--- src/rtl/bank_xlate_pkg.sv ---
package bank_xlate_pkg;

  typedef enum logic [1:0] {
    NT_ONE_LOW  = 2'd0,
    NT_ONE_HIGH = 2'd1,
    NT_VERT     = 2'd2,
    NT_HORZ     = 2'd3
  } nt_layout_e;

endpackage

--- src/rtl/bx_prg_window.sv ---
module bx_prg_window #(
  parameter int BANK_W = 4,
  parameter int WIN_W  = 14
) (
  input  logic [WIN_W:0]          cpu_addr,
  input  logic [BANK_W-1:0]       bank_reg,
  input  logic                    size_16k,
  input  logic                    switch_hi,
  output logic [BANK_W+WIN_W-1:0] prg_offset,
  output logic                    region_hi,
  output logic                    pinned_hit
);

  // Chooses the physical 16 KiB bank for one access.
  function automatic logic [BANK_W-1:0] pick_bank(
    input logic              region,
    input logic [BANK_W-1:0] bank,
    input logic              s16,
    input logic              sw_hi
  );
    if (!s16)
      return {bank[BANK_W-1:1], region};
    else if (region == sw_hi)
      return bank;
    else
      return {BANK_W{region}};
  endfunction

  logic [BANK_W-1:0] phys_bank;

  assign region_hi  = cpu_addr[WIN_W];
  assign pinned_hit = size_16k && (region_hi != switch_hi);
  assign phys_bank  = pick_bank(region_hi, bank_reg, size_16k, switch_hi);
  assign prg_offset = {phys_bank, cpu_addr[WIN_W-1:0]};

endmodule

--- src/rtl/bx_chr_window.sv ---
module bx_chr_window #(
  parameter int BANK_W = 5,
  parameter int WIN_W  = 12
) (
  input  logic [WIN_W:0]          ppu_addr,
  input  logic [BANK_W-1:0]       bank_lo,
  input  logic [BANK_W-1:0]       bank_hi,
  input  logic                    split,
  output logic [BANK_W+WIN_W-1:0] chr_offset,
  output logic                    region_hi
);

  // Chooses the physical 4 KiB bank for one access.
  function automatic logic [BANK_W-1:0] pick_bank(
    input logic              region,
    input logic [BANK_W-1:0] b_lo,
    input logic [BANK_W-1:0] b_hi,
    input logic              indep
  );
    if (indep)
      return region ? b_hi : b_lo;
    else
      return {b_lo[BANK_W-1:1], region};
  endfunction

  logic [BANK_W-1:0] phys_bank;

  assign region_hi  = ppu_addr[WIN_W];
  assign phys_bank  = pick_bank(region_hi, bank_lo, bank_hi, split);
  assign chr_offset = {phys_bank, ppu_addr[WIN_W-1:0]};

endmodule

--- src/rtl/bx_nt_fold.sv ---
module bx_nt_fold #(
  parameter int WIN_W = 10
) (
  input  logic [WIN_W+1:0] nt_addr,
  input  logic [1:0]       layout,
  output logic [WIN_W:0]   vram_offset,
  output logic             page_sel
);
  import bank_xlate_pkg::*;

  // Picks which of the two physical 1 KiB pages serves the access.
  function automatic logic page_of(
    input logic [1:0] lay,
    input logic       scr_x,
    input logic       scr_y
  );
    case (lay)
      NT_ONE_LOW:  return 1'b0;
      NT_ONE_HIGH: return 1'b1;
      NT_VERT:     return scr_x;
      default:     return scr_y;
    endcase
  endfunction

  assign page_sel    = page_of(layout, nt_addr[WIN_W], nt_addr[WIN_W+1]);
  assign vram_offset = {page_sel, nt_addr[WIN_W-1:0]};

endmodule

--- src/rtl/bank_xlate.sv ---
module bank_xlate #(
  parameter int PRG_BANK_W = 4,
  parameter int PRG_WIN_W  = 14,
  parameter int CHR_BANK_W = 5,
  parameter int CHR_WIN_W  = 12,
  parameter int NT_WIN_W   = 10
) (
  input  logic [PRG_WIN_W:0]                cpu_addr,
  input  logic [CHR_WIN_W:0]                ppu_addr,
  input  logic [NT_WIN_W+1:0]               nt_addr,
  input  logic [PRG_BANK_W-1:0]             cfg_prg_bank,
  input  logic                              cfg_prg_16k,
  input  logic                              cfg_prg_switch_hi,
  input  logic [CHR_BANK_W-1:0]             cfg_chr_bank0,
  input  logic [CHR_BANK_W-1:0]             cfg_chr_bank1,
  input  logic                              cfg_chr_split,
  input  logic [1:0]                        cfg_mirror,
  output logic [PRG_BANK_W+PRG_WIN_W-1:0]   prg_offset,
  output logic [CHR_BANK_W+CHR_WIN_W-1:0]   chr_offset,
  output logic [NT_WIN_W:0]                 vram_offset
);

  // Named internal events, observed by the bound checker.
  logic prg_region_hi;
  logic prg_pinned_hit;
  logic chr_region_hi;
  logic nt_page_sel;

  bx_prg_window #(.BANK_W(PRG_BANK_W), .WIN_W(PRG_WIN_W)) prg_i (
    .cpu_addr   (cpu_addr),
    .bank_reg   (cfg_prg_bank),
    .size_16k   (cfg_prg_16k),
    .switch_hi  (cfg_prg_switch_hi),
    .prg_offset (prg_offset),
    .region_hi  (prg_region_hi),
    .pinned_hit (prg_pinned_hit)
  );

  bx_chr_window #(.BANK_W(CHR_BANK_W), .WIN_W(CHR_WIN_W)) chr_i (
    .ppu_addr   (ppu_addr),
    .bank_lo    (cfg_chr_bank0),
    .bank_hi    (cfg_chr_bank1),
    .split      (cfg_chr_split),
    .chr_offset (chr_offset),
    .region_hi  (chr_region_hi)
  );

  bx_nt_fold #(.WIN_W(NT_WIN_W)) nt_i (
    .nt_addr     (nt_addr),
    .layout      (cfg_mirror),
    .vram_offset (vram_offset),
    .page_sel    (nt_page_sel)
  );

endmodule

--- config.mk ---
export PLATFORM = sky130hd
export DESIGN_NAME = bank_xlate
export DESIGN_NICKNAME = d
export VERILOG_FILES = /design/src/rtl/bank_xlate_pkg.sv /design/src/rtl/bx_prg_window.sv /design/src/rtl/bx_chr_window.sv /design/src/rtl/bx_nt_fold.sv /design/src/rtl/bank_xlate.sv
export SDC_FILE = /design/constraint.sdc
export NUM_CORES = 1
export LEC_CHECK = 0
export BUFFER_PORTS_ARGS = -buffer_cell sky130_fd_sc_hd__buf_2
export CAP_MARGIN = 0
export CORE_UTILIZATION = 23
export DETAILED_ROUTE_END_ITERATION = 10
export PLACE_DENSITY = 0.88
export SLEW_MARGIN = 20
export SYNTH_ARGS = -nofsm -noshare
export SYNTH_HDL_FRONTEND = slang
export SYNTH_SLANG_ARGS = --single-unit
--- constraint.sdc ---
create_clock -name vclk -period 0.8
set_input_delay 0.08 -clock vclk [all_inputs]
set_output_delay 0.08 -clock vclk [all_outputs]
set_load 0.05 [all_outputs]
* Yosys cells after proc, flatten, opt, wreduce, memory -nomap -nowiden
Cells that the tools add are included.
Word-level totals: register bits 0, bits of input ports 59, output and inout port bits 46, logic and storage cells 9
Cells by class: equality and inequality tests 3, mux-type cells 5, reduce and logical (&&, ||, !) cells 1
Operators with widths (number):
- two-way mux 5 bit | 2
- two-way mux 4 bit | 2
- one-hot mux 1 bit (3 select lines) | 1
- equality test 2 x 1 -> 1 bit, second input constant | 1
- equality test 2 bit, second input constant | 1
- logical NOT 2 bit | 1
- equality test 1 bit | 1

* Logic depth before layout (Yosys ltp)
word-level depth 3, depth in mapped cells 3, gate-level depth less buffers 2

* By module
Synthesis repeated with hierarchy kept, for this count alone.
Second synthesis, totals: cells, all modules 63, area, all modules 484.2 sq um
Modules (own cells, without submodules):
- bx_prg_window | instances 1, cells each 28, area each 207.7 sq um, sequential area each 0.0 sq um
- bx_chr_window | instances 1, cells each 21, area each 178.9 sq um, sequential area each 0.0 sq um
- bx_nt_fold | instances 1, cells each 14, area each 97.6 sq um, sequential area each 0.0 sq um

* Worst setup path before layout
No wires, ideal clock.
path type in2out, start point input port cfg_prg_bank[0], end point output port prg_offset[14], data arrival time 0.902 ns, required time 0.720 ns, setup slack -0.182 ns, cell stages on the path 2, path buffers 0, path through a21oi_1 -> o2bb2ai_1
On the way: word-level cells in the longest chain between the ends 2
RTL lines:
- start, declared | line bank_xlate.sv:11 | input logic [PRG_BANK_W-1:0] cfg_prg_bank,
- two-way mux 4 bit | line bx_prg_window.sv:23 | else if (region == sw_hi)
- two-way mux 4 bit | line bx_prg_window.sv:21 | if (!s16)
- end, declared | line bank_xlate.sv:18 | output logic [PRG_BANK_W+PRG_WIN_W-1:0] prg_offset,
No other way between the ends.

* Worst setup path in the final report
start point input port ppu_addr[12], end point output port chr_offset[16]
On the way: word-level cells in the longest chain between the ends 2
RTL lines:
- start, declared | line bank_xlate.sv:9 | input logic [CHR_WIN_W:0] ppu_addr,
- two-way mux 5 bit | line bx_chr_window.sv:21 | return region ? b_hi : b_lo;
- two-way mux 5 bit | line bx_chr_window.sv:20 | if (indep)
- end, declared | line bank_xlate.sv:19 | output logic [CHR_BANK_W+CHR_WIN_W-1:0] chr_offset,
No other way between the ends.

==> results.md <==
Run status:
- The flow ran to the end, but the final reports show violations.
- The checks that failed: negative setup slack.

Die:
- For this configuration, the core starts out at a cell density of 0.250.
- about 110 I/O pins were placed.
- The area of the die is about 2100 sq um.
- The number of cell rows is 15.
- The die width is 45.8 microns.
- The die span in y is about 46 microns.
- The standard cell core area is about 1800 sq um.

Synth:
- The number of cells produced by synthesis is between 50 and 60.
- The share of the Yosys chip area taken by registers is 0.
- The number of different library cells used by synthesis comes to 9.
- The commonest cells after synthesis are 37 x buf_4, 6 x a21oi_1, 4 x mux2_4, 4 x o2bb2ai_1, 2 x nand2b_1.
- The library cell with the highest instance count after synthesis is buf_4.
- Counting every net in the synthesized netlist gives 116.
- Each instance of the synthesized netlist takes up on average just under 8 sq um.
- The proportion of netlist area held by the largest area contributor is 0.629.
- After synthesis, the cell types taking the most area are buf_4 63%, mux2_4 14%, o2bb2ai_1 7.9%, a21oi_1 6.8%, nand2b_1 2.8%.
- The largest total area in the synthesized netlist belongs to buf_4.
- The count of yosys warnings during synthesis is 0.
- The post-synthesis instance area is between 400 and 500 sq um.

Worst setup path:
- At the worst endpoint, the arrival time is roughly 0.73 ns.
- STA puts the critical path data required time at 0.72 ns.
- The worst setup path is launched from an input port.
- The maximum fanout along the worst path is 5.
- The worst setup path is captured at a primary output.
- The worst setup path is of the input port to primary output kind.

Placed design:
- The count of placed standard cells including taps is slightly below 80.
- Input and output buffers added on the ports amount to 33.
- Summed over all nets, the half-perimeter wirelength after detailed placement is around 740 microns.
- The last weighted congestion value of the routability-driven placer is 0.685.

GRT:
- The first-pass GRT wire length is about 1100 microns.
- The sum of overflow across all layers after global routing is 0.
- Entering global routing, the biggest net connects 7 pins.
- The initial antenna violation count came to 0.
- For this run, the total global-route usage over all layers was measured as 0.0711.
- The number of global-route vias before repair was between 200 and 300.

Finish:
- The multi-input combinational cells in the finished layout cover a total of ~210 sq um.
- Summing all flip-flop and latch instances after layout gives 0 sq um.
- The number of diodes added for antenna fixing is 0.
- The post-layout instance count excluding filler cells is just under 80.
- The design has 0 sequential cells.
- The area added between synthesis and finish is 11.9%.
- After filler insertion, the fill cell instance count of the layout stands at 195.
- The net count of the finished layout is about 120.
- The clock buffer count in the final layout is 0.
- In the final layout, the share of cells above drive strength 1 is 0.852.

STA:
- The transition at the pin with the smallest max-transition slack is roughly 0.25 ns.
- Once routing completed, OpenROAD measured the worst setup slack at -0.0109 ns.
- The max-slew headroom at the worst pin is 0.834.
- Based on the critical path, the design can be clocked at up to 1230 MHz.
- The number of max-slew violations in the final report is 0.
- Setup repair after global routing could not meet its margin everywhere.
- Setup violations remaining at the end of the flow were counted as 1.
- The shortest clock period the worst path allows after layout is slightly above 0.8 ns.
- On the final layout, the worst hold slack is around 0.16 ns.
- In the finished design, the share of the clock period the worst path needs comes to 1.01.
- The count of endpoints failing hold in the final timing report came to 0.

Drt:
- In this run, the number of DRC markers left after iteration 0 of detailed routing was 3.
- The aggregate routed wire length is a little over 900 microns.
- After detailed routing, the number of remaining DRC violations is 0.
- In the final routed layout, each cell accounts on average for 11.8 microns.
- The detail-routed via count per cell is 4.22.
- The number of iterations in the first detailed-routing pass is 3.
- The total via count in the routed design is between 300 and 400.
- The count of antenna-violating nets left after detailed routing is 0.

Power:
- The worst-case vdd ir drop is between 0.0003 and 0.0004 V.
- Dividing total power by cell area gives a power density of approximately 860 nW/um^2.
- In this run the static leakage power is 0.000244 uW.
- The share of total power dissipated in the clock network is 0.
- Of the total power, the share spent switching nets is 0.564.
- The power share of the sequential group is 0.
- Summed over all nets, the switching power comes to around 240 uW.
- Internal power comes to 186 uW.
- The combinational fraction of design power is 1.000.
- The total power consumption of the routed design is 426 uW.

Run:
- Max-cap violations in this run came to 0.

Min path:
- The tightest min-delay check is of the input port to primary output type.

Clock tree:
- The total of hold buffers inserted after clock tree synthesis is 0.
[power groups by stage]
stage / combinational (uW) / clock (uW) / sequential (uW)
global route: 446 / 0 / 0
floorplan: 724 / 0 / 0
finish: 426 / 0 / 0
global placement: 342 / 0 / 0
CTS: 412 / 0 / 0
detailed placement: 348 / 0 / 0
[layout by cell type, fill, tap and decap left out, drive strengths merged]
| master | instances |
|---|---|
| nand2b | 2 |
| inv | 1 |
| a31oi | 1 |
| mux2 | 4 |
| o21ba | 1 |
| clkbuf | 1 |
| a21oi | 6 |
| o2bb2ai | 4 |
| nand2 | 1 |
| buf | 33 |
[critical path: stages]
cell and delay, ns:
buf_8 0.11, nand2_8 0.08, mux2_4 0.31, buf_8 0.15
[worst paths after layout]
path / from / end / slack, ns / depth (start not counted)
worst max-delay path: ppu_addr[12] / chr_offset[16] / -0.01 / 4
worst min-delay path: ppu_addr[9] / chr_offset[9] / 0.16 / 0
[cell families after synthesis]
logic type | Yosys count | share of synthesized area
mux | 4 | 0.136
buf+inv | 38 | 0.637
compound gates | 12 | 0.184
simple gates | 3 | 0.0425
[per-layer routing]
| layer | global-route usage | share of wire | vias up |
|---|---|---|---|
| met5 | 0 | 0 | - |
| met4 | 0.0176 | 0.015 | 0 |
| met3 | 0.0198 | 0.19 | 4 |
| met2 | 0.177 | 0.53 | 47 |
| met1 | 0.0419 | 0.27 | 133 |
| li1 | - | - | 149 |
[timing repair]
item,in CTS,in global routing
resized for setup,21,6
cloned,0,0
buffers inserted,0,0
pin swaps,1,1
endpoints found under the setup margin,7,6
[metrics by stage]
stage / setup WS, ns / utilization / setup TNS (ns) / instance area, sq um
2_1_floorplan: 0.0997 / - / 0 / 467
3_3_place_gp: -0.120 / 0.223 / -0.635 / 393
3_5_place_dp: -0.139 / 0.223 / -0.791 / 393
4_1_cts: -0.0116 / 0.268 / -0.0155 / 473
5_1_grt: -0.0214 / 0.280 / -0.0505 / 494
6_report: -0.0109 / 0.280 / -0.0109 / 494
[area by class of cell]
cell class / count / area share
multi-input cells: 19 / 0.425
inverters: 1 / 0.00759
well taps: 25 / 0.0633
repair buffers: 34 / 0.504
(Power assumes the default switching activity.)
